### config.mk
export PLATFORM = sky130hd
export DESIGN_NAME = lif_cfg_regfile
export DESIGN_NICKNAME = d
export VERILOG_FILES = /design/src/rtl/lif_cfg_pkg.sv /design/src/rtl/lif_cfg_decode.sv /design/src/rtl/lif_cfg_store.sv /design/src/rtl/lif_cfg_status.sv /design/src/rtl/lif_cfg_regfile.sv
export SDC_FILE = /design/constraint.sdc
export NUM_CORES = 1
export LEC_CHECK = 0
export CORE_UTILIZATION = 35
export CTS_CLUSTER_DIAMETER = 40
export DETAILED_ROUTE_END_ITERATION = 7
export PLACE_DENSITY_LB_ADDON = 0.3
export SYNTH_ARGS = -nofsm -noshare
export SYNTH_HDL_FRONTEND = slang
export SYNTH_SLANG_ARGS = --single-unit
### constraint.sdc
create_clock -name clk -period 4.4 [get_ports clk]
set_clock_uncertainty 0.15 [all_clocks]
set_input_delay 0.66 -clock clk [delete_from_list [all_inputs] [get_ports clk]]
set_output_delay 0.66 -clock clk [all_outputs]
set_load 0.05 [all_outputs]
### src/rtl/lif_cfg_pkg.sv
// Package: shared constants and decode type for the banked register file.
// Assumes an 8-bit data path and 5-bit address; bank codes are sparse bytes.
package lif_cfg_pkg;
    localparam int ADDR_W = 5;
    localparam int DATA_W = 8;

    // Pointer codes for each bank
    localparam logic [DATA_W-1:0] PTR_PRI = 8'h00;
    localparam logic [DATA_W-1:0] PTR_SEC = 8'hAA;
    localparam logic [DATA_W-1:0] PTR_CHN = 8'h01;
    localparam logic [DATA_W-1:0] PTR_TST = 8'h02;

    // Fixed addresses
    localparam logic [ADDR_W-1:0] A_PTR  = 5'h1F;
    localparam logic [ADDR_W-1:0] A_STAT = 5'h14;
    localparam logic [ADDR_W-1:0] A_MASK = 5'h15;
    localparam logic [ADDR_W-1:0] A_ICTL = 5'h1E;

    // Storage depth per bank, and their base in the flat store
    localparam int PRI_N = 20;
    localparam int SEC_N = 7;
    localparam int CHN_N = 8;
    localparam int TST_N = 8;
    localparam int PRI_B = 0;
    localparam int SEC_B = PRI_B + PRI_N;
    localparam int CHN_B = SEC_B + SEC_N;
    localparam int TST_B = CHN_B + CHN_N;
    localparam int STORE_N = TST_B + TST_N;
    localparam int IDX_W = $clog2(STORE_N);

    // Decoded access target
    typedef struct packed {
        logic [IDX_W-1:0] idx;
        logic             hit_store;
        logic             is_ptr;
        logic             is_stat;
        logic             is_mask;
        logic             is_ictl;
    } dec_t;
endpackage

### src/rtl/lif_cfg_decode.sv
// Module: address decoder. Maps (pointer, address) to a flat storage index or
// to one of the special registers. Purely combinational; unknown pointer codes
// leave only the pointer itself reachable.
module lif_cfg_decode
    import lif_cfg_pkg::*;
(
    input  logic [ADDR_W-1:0] addr,
    input  logic [DATA_W-1:0] ptr,
    output dec_t              dec
);
    // Return a flat store hit if the address falls inside the bank depth
    function automatic dec_t store_hit(input logic [ADDR_W-1:0] a, input int base, input int depth);
        dec_t r;
        r = '0;
        if (int'(a) < depth) begin
            r.hit_store = 1'b1;
            r.idx       = IDX_W'(base + int'(a));
        end
        return r;
    endfunction

    // Decode the access target for the current pointer
    always_comb begin
        dec = '0;
        if (addr == A_PTR) begin
            dec.is_ptr = 1'b1;
        end else begin
            case (ptr)
                PTR_PRI: begin
                    dec = store_hit(addr, PRI_B, PRI_N);
                    if (addr == A_STAT) dec.is_stat = 1'b1;
                    if (addr == A_MASK) dec.is_mask = 1'b1;
                end
                PTR_SEC: dec = store_hit(addr, SEC_B, SEC_N);
                PTR_CHN: begin
                    dec = store_hit(addr, CHN_B, CHN_N);
                    if (addr == A_ICTL) dec.is_ictl = 1'b1;
                end
                PTR_TST: dec = store_hit(addr, TST_B, TST_N);
                default: dec = '0;
            endcase
        end
    end

    // Pointer address always decodes to the pointer
    always_comb begin
        p_ptr_everywhere_r2: assert (!(addr == A_PTR) || (dec.is_ptr && !dec.hit_store));
    end
    // At most one target is selected
    always_comb begin
        p_single_target_r3: assert ($countones({dec.hit_store, dec.is_ptr, dec.is_stat,
                                                 dec.is_mask, dec.is_ictl}) <= 1);
    end
endmodule

### src/rtl/lif_cfg_store.sv
// Module: flat byte store for all plain read/write registers of every bank.
// Assumes one write port and one combinational read port; a parameterised
// window of words is exported as taps for datapath controls.
module lif_cfg_store #(
    parameter int DEPTH  = 43,
    parameter int DW     = 8,
    parameter int IW     = 6,
    parameter int TAP_B  = 27,
    parameter int TAP_N  = 8
) (
    input  logic              clk,
    input  logic              rst_n,
    input  logic              we,
    input  logic [IW-1:0]     idx,
    input  logic [DW-1:0]     wdata,
    output logic [DW-1:0]     rd_word,
    output logic [TAP_N*DW-1:0] taps
);
    logic [DW-1:0] mem [DEPTH];

    // One register per word, written when addressed
    for (genvar g = 0; g < DEPTH; g++) begin : g_word
        always_ff @(posedge clk) begin
            if (!rst_n)                         mem[g] <= '0;
            else if (we && idx == IW'(g))       mem[g] <= wdata;
        end
    end

    // Combinational read of the addressed word
    always_comb begin
        rd_word = '0;
        for (int k = 0; k < DEPTH; k++) begin
            if (idx == IW'(k)) rd_word = mem[k];
        end
    end

    // Export the tap window
    for (genvar t = 0; t < TAP_N; t++) begin : g_tap
        assign taps[t*DW +: DW] = mem[TAP_B + t];
    end

    // A write lands in the addressed word on the next cycle
    p_write_lands_r3: assert property (@(posedge clk) disable iff (!rst_n)
        (we && int'(idx) < DEPTH) |=> (rd_word == $past(wdata) || idx != $past(idx)));
endmodule

### src/rtl/lif_cfg_status.sv
// Module: sticky event status with mask and interrupt. Clear rule is chosen by
// cow (0: read clears all, 1: write-one clears). Events win over clears.
module lif_cfg_status #(
    parameter int NCH = 8,
    parameter int DW  = 8
) (
    input  logic           clk,
    input  logic           rst_n,
    input  logic [NCH-1:0] evt,
    input  logic           cow,
    input  logic           stat_rd,
    input  logic           stat_wr,
    input  logic           mask_wr,
    input  logic [DW-1:0]  wdata,
    output logic [NCH-1:0] stat_q,
    output logic [NCH-1:0] mask_q,
    output logic           irq
);
    logic [NCH-1:0] clr;

    // Bits to clear this cycle under the selected rule
    always_comb begin
        clr = '0;
        if (cow && stat_wr)      clr = wdata[NCH-1:0];
        else if (!cow && stat_rd) clr = '1;
    end

    // Sticky status: clear first, then set by events
    always_ff @(posedge clk) begin
        if (!rst_n) stat_q <= '0;
        else        stat_q <= (stat_q & ~clr) | evt;
    end

    // Mask register, resets fully masked
    always_ff @(posedge clk) begin
        if (!rst_n)       mask_q <= '1;
        else if (mask_wr) mask_q <= wdata[NCH-1:0];
    end

    // Interrupt from unmasked status
    assign irq = |(stat_q & ~mask_q);

    p_evt_sets_r7: assert property (@(posedge clk) disable iff (!rst_n)
        (|evt) |=> ((stat_q & $past(evt)) == $past(evt)));
    p_hold_r7: assert property (@(posedge clk) disable iff (!rst_n)
        (!stat_rd && !stat_wr && evt == '0) |=> $stable(stat_q));
    p_cor_clears_r8: assert property (@(posedge clk) disable iff (!rst_n)
        (!cow && stat_rd && evt == '0) |=> (stat_q == '0));
    p_cow_clears_r9: assert property (@(posedge clk) disable iff (!rst_n)
        (cow && stat_wr && evt == '0) |=> (stat_q == ($past(stat_q) & ~$past(wdata[NCH-1:0]))));
    p_all_masked_r11: assert property (@(posedge clk) disable iff (!rst_n)
        (mask_q == '1) |-> !irq);
endmodule

### src/rtl/lif_cfg_regfile.sv
// Module: top of the banked register file. Holds the bank pointer, clear-mode
// control and registered read data; composes decode, store and status.
// Assumes single-cycle strobes and that read and write are not both high.
module lif_cfg_regfile
    import lif_cfg_pkg::*;
#(
    parameter int NCH = 8
) (
    input  logic             clk,
    input  logic             rst_n,
    input  logic             host_wr,
    input  logic             host_rd,
    input  logic [4:0]       host_addr,
    input  logic [7:0]       host_wdata,
    output logic [7:0]       host_rdata,
    input  logic [NCH-1:0]   chan_evt,
    output logic             irq,
    output logic [NCH-1:0]   ja_en,
    output logic [NCH-1:0]   ja_deep,
    output logic [NCH-1:0]   ja_trip,
    output logic [NCH-1:0]   scp_off,
    output logic [NCH-1:0]   ais_on_los,
    output logic [NCH-1:0]   rclk_inv,
    output logic [NCH-1:0]   tclk_inv
);
    localparam int TAP_N = CHN_N;

    logic [DATA_W-1:0]       ptr_q;
    logic                    cow_q;
    dec_t                    dec;
    logic [DATA_W-1:0]       store_rd;
    logic [TAP_N*DATA_W-1:0] taps;
    logic [NCH-1:0]          stat_q;
    logic [NCH-1:0]          mask_q;
    logic [DATA_W-1:0]       rd_mux;
    logic                    rsv;

    lif_cfg_decode u_dec (
        .addr (host_addr),
        .ptr  (ptr_q),
        .dec  (dec)
    );

    lif_cfg_store #(
        .DEPTH (STORE_N),
        .DW    (DATA_W),
        .IW    (IDX_W),
        .TAP_B (CHN_B),
        .TAP_N (TAP_N)
    ) u_store (
        .clk     (clk),
        .rst_n   (rst_n),
        .we      (host_wr && dec.hit_store),
        .idx     (dec.idx),
        .wdata   (host_wdata),
        .rd_word (store_rd),
        .taps    (taps)
    );

    lif_cfg_status #(
        .NCH (NCH),
        .DW  (DATA_W)
    ) u_stat (
        .clk     (clk),
        .rst_n   (rst_n),
        .evt     (chan_evt),
        .cow     (cow_q),
        .stat_rd (host_rd && dec.is_stat),
        .stat_wr (host_wr && dec.is_stat),
        .mask_wr (host_wr && dec.is_mask),
        .wdata   (host_wdata),
        .stat_q  (stat_q),
        .mask_q  (mask_q),
        .irq     (irq)
    );

    // Bank pointer register
    always_ff @(posedge clk) begin
        if (!rst_n)                    ptr_q <= PTR_PRI;
        else if (host_wr && dec.is_ptr) ptr_q <= host_wdata;
    end

    // Clear-mode control bit
    always_ff @(posedge clk) begin
        if (!rst_n)                     cow_q <= 1'b0;
        else if (host_wr && dec.is_ictl) cow_q <= host_wdata[0];
    end

    // Select the addressed value; reserved returns zero
    always_comb begin
        rd_mux = '0;
        if (dec.is_ptr)         rd_mux = ptr_q;
        else if (dec.is_stat)   rd_mux = DATA_W'(stat_q);
        else if (dec.is_mask)   rd_mux = DATA_W'(mask_q);
        else if (dec.is_ictl)   rd_mux = {{(DATA_W-1){1'b0}}, cow_q};
        else if (dec.hit_store) rd_mux = store_rd;
    end

    assign rsv = !(dec.is_ptr || dec.is_stat || dec.is_mask || dec.is_ictl || dec.hit_store);

    // Registered read data, held between reads
    always_ff @(posedge clk) begin
        if (!rst_n)       host_rdata <= '0;
        else if (host_rd) host_rdata <= rd_mux;
    end

    // Channel control outputs from the per-channel bank words
    assign ja_en      = taps[0*DATA_W +: NCH];
    assign ja_deep    = taps[1*DATA_W +: NCH];
    assign ja_trip    = taps[2*DATA_W +: NCH];
    assign scp_off    = taps[3*DATA_W +: NCH];
    assign ais_on_los = taps[4*DATA_W +: NCH];
    assign rclk_inv   = taps[5*DATA_W +: NCH];
    assign tclk_inv   = taps[6*DATA_W +: NCH];

    p_rsv_reads_zero_r4: assert property (@(posedge clk) disable iff (!rst_n)
        (host_rd && rsv) |=> (host_rdata == '0));
    p_rdata_holds_r6: assert property (@(posedge clk) disable iff (!rst_n)
        !host_rd |=> $stable(host_rdata));
    p_ptr_write_r2: assert property (@(posedge clk) disable iff (!rst_n)
        (host_wr && host_addr == A_PTR) |=> (ptr_q == $past(host_wdata)));
endmodule

==> metrics.md, run 1 <==
| Metric | Value |
|---|---|
| Mapped Area | `0.0199 mm2` |
| Cell variety after synth | `91` |
| Layout Area Growth over Synthesis | `32.4%` |
| Filler cells | `5168` |
| Max Cap Violations | `0` |
| Core area | `0.0556 mm2` |
| IO Port Bufs | `89` |
| RSZ-0062 raised after global routing | `no` |
| Die height | `240 um` |
| Largest net degree at the start of global routing | `76` |
| CP max-delay cell | `clkdlybuf4s50_1` |
| Max incr delay on CP | `approximately 0.43 ns` |
| M1 GR Usage | `0.398` |
| Tcrit/Tclk final | `0.973` |
| Post-synth top area cell | `edfxtp_1` |
| Power consumption | `between 10 and 15 mW` |
| Clk buf depth | `3` |
| Antenna-violating nets left | `0` |
| Placer Congestion | `0.986` |
| Global-route wire length before repair | `approximately 120000 um` |
| Share of cells above drive strength 1 | `0.260` |
| CTS H-tree depth | `2` |
| Multi-input logic area | `0.00779 mm2` |
| Via density | `a little under 6` |
| CTS tree | `built` |
| Diodes inserted | `0` |
| GRT Residual Overflow | `0` |
| Worst Path Arrival | `4.72 ns` |
| DR iter-0 viols | `2767` |
| Critical R2R Launch | `ptr_q[1]` |
| Hold_sp | `rst_n` |
| Fin cells | `3114` |
| Post-layout min period | `between 4 and 5 ns` |
| Fin. max-slew vios | `0` |
| Width of the die | `240 um` |
| Die ar. | `approximately 0.058 mm2` |
| Syn_nets | `approximately 2000` |
| Met3 Use GR | `0.0658` |
| Routed via count | `18400` |
| Fmax | `234 MHz` |
| Hold Crit Class | `in -> reg` |
| Vias in the first global route | `17600` |
| Crit Path Max Fanout | `7` |
| Synth cell count leaders | `344 x edfxtp_1, 238 x nor2_1, 155 x nand2_1` |
| Clk_lat worst skew | `0.65 ns` |
| DR pass1 iterations | `7` |
| Final hold violations | `0` |
| Post-synthesis sequential area ratio | `0.553` |
| Worst endpoint required time | `between 4 and 5 ns` |
| CTS Buf Count | `60` |
| WL final | `84800 um` |
| Worst-Margin Slew | `1.24 ns` |
| Initial core utilization | `0.357` |
| Status | `completed` |
| Top Ports | `90` |
| Routed len/inst | `27.2 um` |
| Setup violators final | `0` |
| Final-stage net count | `about 2300` |
| Post-Synthesis Cells | `approximately 1900` |
| Async set-reset flop share out of synthesis | `0` |
| GRT Total Usage | `0.291` |
| Mean area per synthesized cell | `roughly 10 um2` |
| Clock-pin slew on the worst setup and hold paths | `~0.06 ns` |
| Dpl hpwl | `62800 um` |
| Synth top area cells | `edfxtp_1 52%, nor2_1 4.5%, and3_1 4.2%, dfxtp_1 3.3%, and2_1 2.9%` |
| Antenna violations before repair | `0` |
| Most used routing layer | `met2` |
| Leak | `about 10 nW` |
| Pwr Density | `396 mW/mm2` |
| Hold Crit Depth | `2` |
| Final Util | `0.473` |
| Worst Setup End Kind | `flip-flop` |
| Peak VDD IR | `0.303 mV` |
| Top-count cell post-synth | `edfxtp_1` |
| Worst setup SP type | `primary input` |
| Reg-to-reg slack, setup | `0.14 ns` |
| Yosys top cell area share | `0.520` |
| Remaining DRCs | `0` |
| Critical path's most frequent cell | `buf_4` |
| GR met2 Demand/Resource | `0.452` |
| Synthesis-stage register bit count | `roughly 380` |
| Reg area | `0.0110 mm2` |
| CP Cell Sequence | `clkdlybuf4s50_1 > buf_4 > o21ai_0 > mux2i_1 > o221a_2 > nand3_1 > buf_4 > nor3_1 > buf_4 > a32o_1 > a2111oi_2 > a21oi_1 > o21ai_1 > a31oi_1 > buf_4 > o211a_1` |
| Clock sink total | `377` |
| Root Driver | `clkbuf_16` |
| Dpl cells | `2998` |
| Kind of critical path | `in -> reg` |
| Prevailing post-synth register cell | `edfxtp_1` |
| Row count | `86` |
| FF-to-FF End | `host_rdata[7]` |
| Ys Warns | `0` |
| Hold Path End | `u_stat.mask_q[3]` |
| Slew margin rel. | `0.166` |
| FF-to-FF path depth | `13` |
| Post-synth EDFFs | `344` |
-- logic make-up (layout without fill, tap and decap cells) --
group | Yosys count | in the layout | synth area share
AO/OA/AOI/OAI | 448 | 448 | 0.159
XOR/XNOR | 4 | 4 | 0.00176
adder cells (fa/ha/maj) | 7 | 7 | 0.00428
buffers and inverters | 228 | 668 | 0.0577
flip-flops | 377 | 377 | 0.553
multiplexers | 12 | 12 | 0.00617
AND/OR/NAND/NOR | 850 | 850 | 0.218
-- layout make-up --
class,count,area share
Multi-Input combinational cell,1321,0.296
Clock buffer,63,0.0575
Tap cell,748,0.0356
Clock inverter,51,0.0236
Timing Repair Buffer,526,0.166
Sequential cell,377,0.418
Inverter,28,0.00400
-- what timing repair did --
| action | CTS | global route |
|---|---|---|
| setup endpoints to repair | 0 | 4 |
| buffers inserted | 0 | 2 |
| hold buffers | 0 | 0 |
| resized for setup | 0 | 4 |
-- state kept, by name, summed over array words and instances (netlist names) --
| name | cells |
|---|---|
| host_rdata | 8 |
| u_store.mem | 344 |
| ptr_q | 8 |
| cow_q | 1 |
| u_stat.stat_q | 8 |
| u_stat.mask_q | 8 |
-- per-stage QoR --
step	setup WS [ns]	TNS, ns	hold WS, ns	area (um2)
after CTS	0.114	0	0.270	26300
after floorplan	0.237	0	0.301	19900
after detailed placement	-0.458	-10.09	0.332	24100
after global placement	-0.449	-6.92	0.323	24100
final	0.118	0	0.282	26300
after global routing	0.00289	0	0.286	26300
-- report_power, final --
group	leakage (nW)	total [mW]	internal (mW)	switching, mW
registers	3.84	4.13	4.03	0.0963
logic	5.48	1.33	0.476	0.857
clock network	1.03	4.95	2.87	2.07
total	10.4	10.4	7.38	3.02
-- layer usage --
metal  routed length [um]  vias to the layer above
met5                    0                        -
met4                 3000                        0
met3                 9310                      177
met2                38300                     1141
met1                34300                     9062
li1                     -                     8006
-- worst max path at each step --
stage                            start                  to  slack, ns
after floorplan           host_addr[0]  u_store.mem[1][48]       0.24
after global placement    host_addr[0]       host_rdata[2]      -0.45
after detailed placement  host_addr[0]       host_rdata[2]      -0.46
after CTS                     ptr_q[1]       host_rdata[2]       0.11
after global routing      host_addr[1]       host_rdata[5]      0.003
final                     host_addr[0]       host_rdata[2]       0.12
-- critical path, delay by kind of cell --
kind            cells  cell delay, ns
simple gates        2            0.49
buf+inv             5            1.21
compound gates      8            1.93
mux                 1            0.42
-- cells in the final DEF, fill, tap and decap left out, drive strengths merged, types with 6 or more instances in the layout --
cell type | synthesis | routed
mux2i | 10 | 10
dfxtp | 33 | 33
o22ai | 26 | 26
o21ai | 117 | 117
nand2 | 157 | 157
a211oi | 21 | 21
nor2b | 6 | 6
a221o | 8 | 8
nand3 | 77 | 77
ha | 6 | 6
nor3 | 58 | 58
clkinv | 0 | 19
edfxtp | 344 | 344
nand2b | 8 | 8
nor2 | 241 | 241
o221ai | 20 | 20
or4 | 6 | 6
clkdlybuf4s50 | 0 | 88
a22oi | 16 | 16
a21oi | 73 | 73
o21a | 11 | 11
inv | 28 | 51
o221a | 8 | 8
o211ai | 31 | 31
o211a | 7 | 7
a2111oi | 7 | 7
nand4 | 29 | 29
and2 | 93 | 93
buf | 95 | 438
a221oi | 19 | 19
and3 | 132 | 132
nor4 | 25 | 25
a31oi | 18 | 18
clkbuf | 105 | 63
o31ai | 9 | 9
Note: power is estimated with default switching activity, not from simulation.
==> run 2, diff against run 1 <==
- DONT_BUFFER_PORTS: default -> 1
==> run 2 against run 1 <==
  * Setup slack worse by 0.065 ns
  * Critical path depth down 3
  * First-iteration DRC count down 7.1%
==> metrics.md, run 2 (synthesis results as in run 1) <==
| Metric | Value |
|---|---|
| Final hold violations | `0` |
| CP max-delay cell | `nor3_2` |
| Clk buf depth | `3` |
| Cell family with most CP delay | `compound AO/OA/AOI/OAI gates` |
| Clock-pin slew on the worst setup and hold paths | `approximately 0.05 ns` |
| Multi-input logic area | `0.00783 mm2` |
| Via density | `6.22` |
| Dpl hpwl | `59900 um` |
| CTS tree | `built` |
| Top Ports | `90` |
| CP Cell Sequence | `buf_4 > nor4_2 > buf_4 > nand4b_1 > o221a_2 > buf_4 > nor3_2 > a32o_1 > a2111oi_2 > a21oi_1 > o21ai_1 > a31oi_2 > o211a_1` |
| Clock sink total | `approximately 380` |
| Row count | `86` |
| Gate power share | `0.093` |
| Crit Path Max Fanout | `10` |
| Fmax | `roughly 230 MHz` |
| Routed via count | `approximately 18000` |
| Layout Area Growth over Synthesis | `19.9%` |
| Net Sw Frac | `0.270` |
| Clk_lat worst skew | `approximately 0.61 ns` |
| DR pass1 iterations | `5` |
| Leak | `roughly 9 nW` |
| Share of cells above drive strength 1 | `0.195` |
| Final Util | `0.428` |
| Internal power | `7.51 mW` |
| Power consumption | `10.3 mW` |
| IO Port Bufs | `0` |
| CTS Buf Count | `between 60 and 70` |
| RSZ-0062 raised after global routing | `no` |
| Fin. max-slew vios | `0` |
| Final-stage net count | `between 2000 and 2500` |
| Reg-to-reg slack, setup | `0.05 ns` |
| Worst-Margin Slew | `1.13 ns` |
| Antenna-violating nets left | `0` |
| Commonest non-fill, non-tap cell in the layout | `edfxtp_1` |
| Critical path's most frequent cell | `buf_4` |
| CTS H-tree depth | `3` |
| Largest reg by FF count | `u_store.mem` |
| Core area | `0.0556 mm2` |
| WL final | `85600 um` |
| Pre-CTS WS | `-0.294 ns` |
| Pwr Density | `432 mW/mm2` |
| Remaining DRCs | `0` |
| Peak VDD IR | `~0.27 mV` |
| Root Driver | `clkbuf_16` |
| Kind of critical path | `reg -> reg` |
| Setup violators final | `0` |
| GRT Total Usage | `0.295` |
| Status | `completed` |
| Clock Power Share | `0.498` |
| Vias in the first global route | `16600` |
| Post-layout min period | `between 4 and 5 ns` |
| Global-route wire length before repair | `121000 um` |
| Antenna violations before repair | `8` |
| Crit path buf inv count | `3` |
| Critical path depth | `13` |
| DR iter-0 viols | `between 2000 and 3000` |
| Worst endpoint required time | `4.81 ns` |
| Routed len/inst | `around 30 um` |
| Worst setup SP type | `flip-flop` |
| Die ar. | `0.0577 mm2` |
| Final WS setup | `0.0534 ns` |
| Largest net degree at the start of global routing | `114` |
| Width of the die | `around 240 um` |
| Hold Crit Depth | `2` |
| Placer Congestion | `1.06` |
| Fin cells | `roughly 2800` |
| Initial core utilization | `0.357` |
| Max incr delay on CP | `0.67 ns` |
| Max FFs per register | `344` |
| Hold Crit Class | `in -> reg` |
| Die height | `240 um` |
| Tcrit/Tclk final | `0.988` |
| FF-to-FF path depth | `13` |
| Sequential power share | `0.410` |
| Slew margin rel. | `0.239` |
| Worst Path Arrival | `4.76 ns` |
| Worst Setup End Kind | `flip-flop` |
| GRT Residual Overflow | `0` |
| Dpl cells | `2689` |
| Switching Power | `about 2.8 mW` |
| Commonest non-fill, non-tap cells in the layout | `344 x edfxtp_1, 235 x nor2_1, 213 x buf_4` |
| Filler cells | `5396` |
| Max Cap Violations | `0` |
| Reg area | `0.0110 mm2` |
==> run 2: layout make-up <==
type                       instances  area share
clock buffer                      79      0.0749
clock inverter                    40      0.0173
multi-input combinational       1321       0.329
tap                              748      0.0393
antenna                            1    0.000105
sequential                       377       0.461
timing repair buffer             222      0.0738
inverter                          28     0.00441
==> run 2: path summary, 6_finish.rpt <==
| kind | endpoint | start |
|---|---|---|
| max | host_rdata[2] | ptr_q[1] |
| min | u_stat.stat_q[3] | chan_evt[3] |
| max reg2reg | host_rdata[2] | ptr_q[1] |
| min reg2reg | cow_q | cow_q |
==> run 2: worst register-to-register path, cell delays in order, from the launching register on <==
cell and delay (ns):
dfxtp_1 0.36, buf_4 0.18, nor4_2 0.35, buf_4 0.19, nand4b_1 0.22, o221a_2 0.28, buf_4 0.21, nor3_2 0.67
a32o_1 0.31, a2111oi_2 0.04, a21oi_1 0.37, o21ai_1 0.19, a31oi_2 0.52, o211a_1 0.24
==> run 2: metrics by stage <==
stage	instance area (um2)	setup TNS [ns]	hold WS, ns
after floorplan	19900	0	0.301
after global placement	21500	-1.22	0.314
after detailed placement	21500	-0.728	0.330
after CTS	23700	0	0.00654
after global routing	23800	0	0.0131
final	23800	0	0.0209
==> run 2: layer usage <==
| layer | global-route usage | share of wire |
|---|---|---|
| met5 | 0 | 0.00048 |
| met4 | 0.133 | 0.044 |
| met3 | 0.0780 | 0.12 |
| met2 | 0.428 | 0.43 |
| met1 | 0.411 | 0.40 |
==> run 2: repair_timing <==
item / 4_1_cts / 5_1_grt
gates resized for setup: 4 / 9
hold buffers: 2 / 0
pin swaps: 0 / 3
setup endpoints to repair: 3 / 7
setup buffers: 0 / 5
endpoints found under the hold margin: 7 / 0
==> run 2: power by group through the flow <==
stage	Sequential, mW	Clock [mW]	Combinational (mW)
after floorplan	4.16	0	0.591
after global placement	4.28	0	0.900
after detailed placement	4.28	0	0.904
after CTS	4.21	5.16	0.913
after global routing	4.22	5.31	0.986
final	4.22	5.12	0.954
==> run 3, diff against run 2 <==
- CTS_CLUSTER_DIAMETER: 40 -> 200
- clock period: 4.4 -> 4.26 ns (I/O delays scaled with it)
==> run 3 against run 2 <==
  * Register-to-register slack better by 0.03 ns
  * Sequential share of layout area increased by 0.42 points
  * Count of clock-buffer cells in the layout shrank 25
  * Utilization shrank 0.38 points
  * Largest power group is now sequential cells
==> metrics.md, run 3 (synthesis results as in run 1) <==
| Metric | Value |
|---|---|
| Status | `completed` |
| Critical path's most frequent cell | `buf_4` |
| Reg area | `0.0110 mm2` |
| WL final | `85700 um` |
| CTS tree | `built` |
| Max FFs per register | `344` |
| CP Cell Sequence | `a2111oi_1 > o211ai_1 > a311oi_4 > buf_4 > buf_4 > nand3_1 > o21ai_0 > a211oi_1 > nand3b_1 > a211oi_1 > buf_4 > nor4_1 > or2_1` |
| CTS Buf Count | `45` |
| Top Ports | `90` |
| Worst Path Arrival | `4.52 ns` |
| Share of cells above drive strength 1 | `0.193` |
| Row count | `between 80 and 90` |
| CTS H-tree depth | `2` |
| Clock-pin slew on the worst setup and hold paths | `0.06 ns` |
| Routed len/inst | `around 30 um` |
| Core area | `0.0556 mm2` |
| Routed via count | `about 18000` |
| Vias in the first global route | `16700` |
| GRT Residual Overflow | `0` |
| Final Util | `0.424` |
| Clock sink total | `between 300 and 400` |
| Multi-input logic area | `around 0.0078 mm2` |
| Die height | `roughly 240 um` |
| Tcrit/Tclk final | `0.981` |
| Leak | `8.94 nW` |
| Filler cells | `5349` |
| Kind of critical path | `reg -> reg` |
| Cell family with most CP delay | `compound AO/OA/AOI/OAI gates` |
| Final-stage net count | `roughly 2100` |
| Clk buf depth | `3` |
| Max incr delay on CP | `0.52 ns` |
| Worst-Margin Slew | `1.16 ns` |
| Clk_lat worst skew | `0.61 ns` |
| Antenna violations before repair | `4` |
| Final hold violations | `0` |
| Pwr Density | `402 mW/mm2` |
| Net Sw Frac | `0.263` |
| Post-layout min period | `4.18 ns` |
| Power consumption | `~9.5 mW` |
| Width of the die | `between 200 and 250 um` |
| Antenna-violating nets left | `0` |
| Fin. max-slew vios | `0` |
| Crit Path Max Fanout | `17` |
| IO Port Bufs | `0` |
| Fmax | `239 MHz` |
| Internal power | `7.00 mW` |
| Max Cap Violations | `0` |
| Remaining DRCs | `0` |
| Setup violators final | `0` |
| Global-route wire length before repair | `120000 um` |
| Worst setup SP type | `flip-flop` |
| Commonest non-fill, non-tap cell in the layout | `edfxtp_1` |
| Clock Power Share | `0.433` |
| Layout Area Growth over Synthesis | `18.8%` |
| GRT Total Usage | `0.294` |
| Worst Setup End Kind | `flip-flop` |
| RSZ-0062 raised after global routing | `no` |
| Placer Congestion | `1.03` |
| Hold Crit Class | `in -> reg` |
| Peak VDD IR | `0.241 mV` |
| Sequential power share | `0.458` |
| Switching Power | `2.50 mW` |
| Largest net degree at the start of global routing | `between 90 and 100` |
| Dpl hpwl | `61100 um` |
| Gate power share | `0.108` |
| Initial core utilization | `0.357` |
| Via density | `6.25` |
| DR pass1 iterations | `5` |
| Slew margin rel. | `0.230` |
| Worst endpoint required time | `4.60 ns` |
| Largest reg by FF count | `u_store.mem` |
| Root Driver | `clkbuf_16` |
| DR iter-0 viols | `2696` |
| CP max-delay cell | `a2111oi_1` |
| Commonest non-fill, non-tap cells in the layout | `344 x edfxtp_1, 251 x buf_4, 236 x nor2_1` |
| Crit path buf inv count | `3` |
| Die ar. | `roughly 0.058 mm2` |
-- run 3: cell count changes in the layout (fill, tap and decap cells not counted), moves of 5 or more --
cell,delta
bufinv_16,+5
clkinvlp_4,-6
clkinv_1,+6
buf_4,+38
buf_12,+5
clkbuf_16,-24
dlygate4sd3_1,+5
-- run 3: final timing paths --
| check | from | slack (ns) | cells past startpoint | endpoint |
|---|---|---|---|---|
| worst min register to register | cow_q | 0.34 | 2 | cow_q |
| worst min-delay path | chan_evt[1] | 0.03 | 2 | u_stat.stat_q[1] |
| worst max-delay path | ptr_q[1] | 0.08 | 13 | host_rdata[0] |
| worst max register to register | ptr_q[1] | 0.08 | 13 | host_rdata[0] |
-- run 3: final cells by class --
class / count / share of cell area
timing repair buffer: 270 / 0.0929
sequential: 377 / 0.466
antenna: 1 / 0.000106
clock inverter: 28 / 0.0165
inverter: 28 / 0.00445
tap: 748 / 0.0396
clock buffer: 54 / 0.0491
multi-input combinational: 1321 / 0.332
-- run 3: layer usage --
metal	part of all wire	GRT usage	routed length [um]
met1	0.41	0.418	35500
met2	0.43	0.436	36800
met3	0.11	0.0563	9440
met4	0.045	0.117	3900
met5	0.00029	0	25
-- run 3: metrics by stage --
| step | hold slack [ns] | instance area [um2] | instances | setup slack, ns | setup TNS, ns |
|---|---|---|---|---|---|
| final | 0.0253 | 23600 | 2827 | 0.0803 | 0 |
| after global routing | 0.0250 | 23600 | 2826 | 0.00478 | 0 |
| after CTS | 0.00267 | 23500 | 2821 | 0.0459 | 0 |
| after detailed placement | 0.330 | 21900 | 2732 | -0.220 | -0.846 |
| after global placement | 0.321 | 21900 | 2732 | -0.273 | -0.779 |
| after floorplan | 0.301 | 19900 | 1926 | 0.118 | 0 |
-- run 3: power by group through the flow --
stage	clock network [mW]	registers [mW]	logic, mW
finish	4.12	4.35	1.03
global route	4.27	4.35	1.06
CTS	4.15	4.35	0.977
detailed placement	0	4.42	0.966
global placement	0	4.42	0.964
floorplan	0	4.30	0.610
-- run 3: timing repair --
item	CTS	global route
gates resized for setup	2	11
pin swaps	0	2
setup endpoints to repair	2	5
setup buffers	0	5
hold buffers	7	0
hold endpoints to repair	9	0
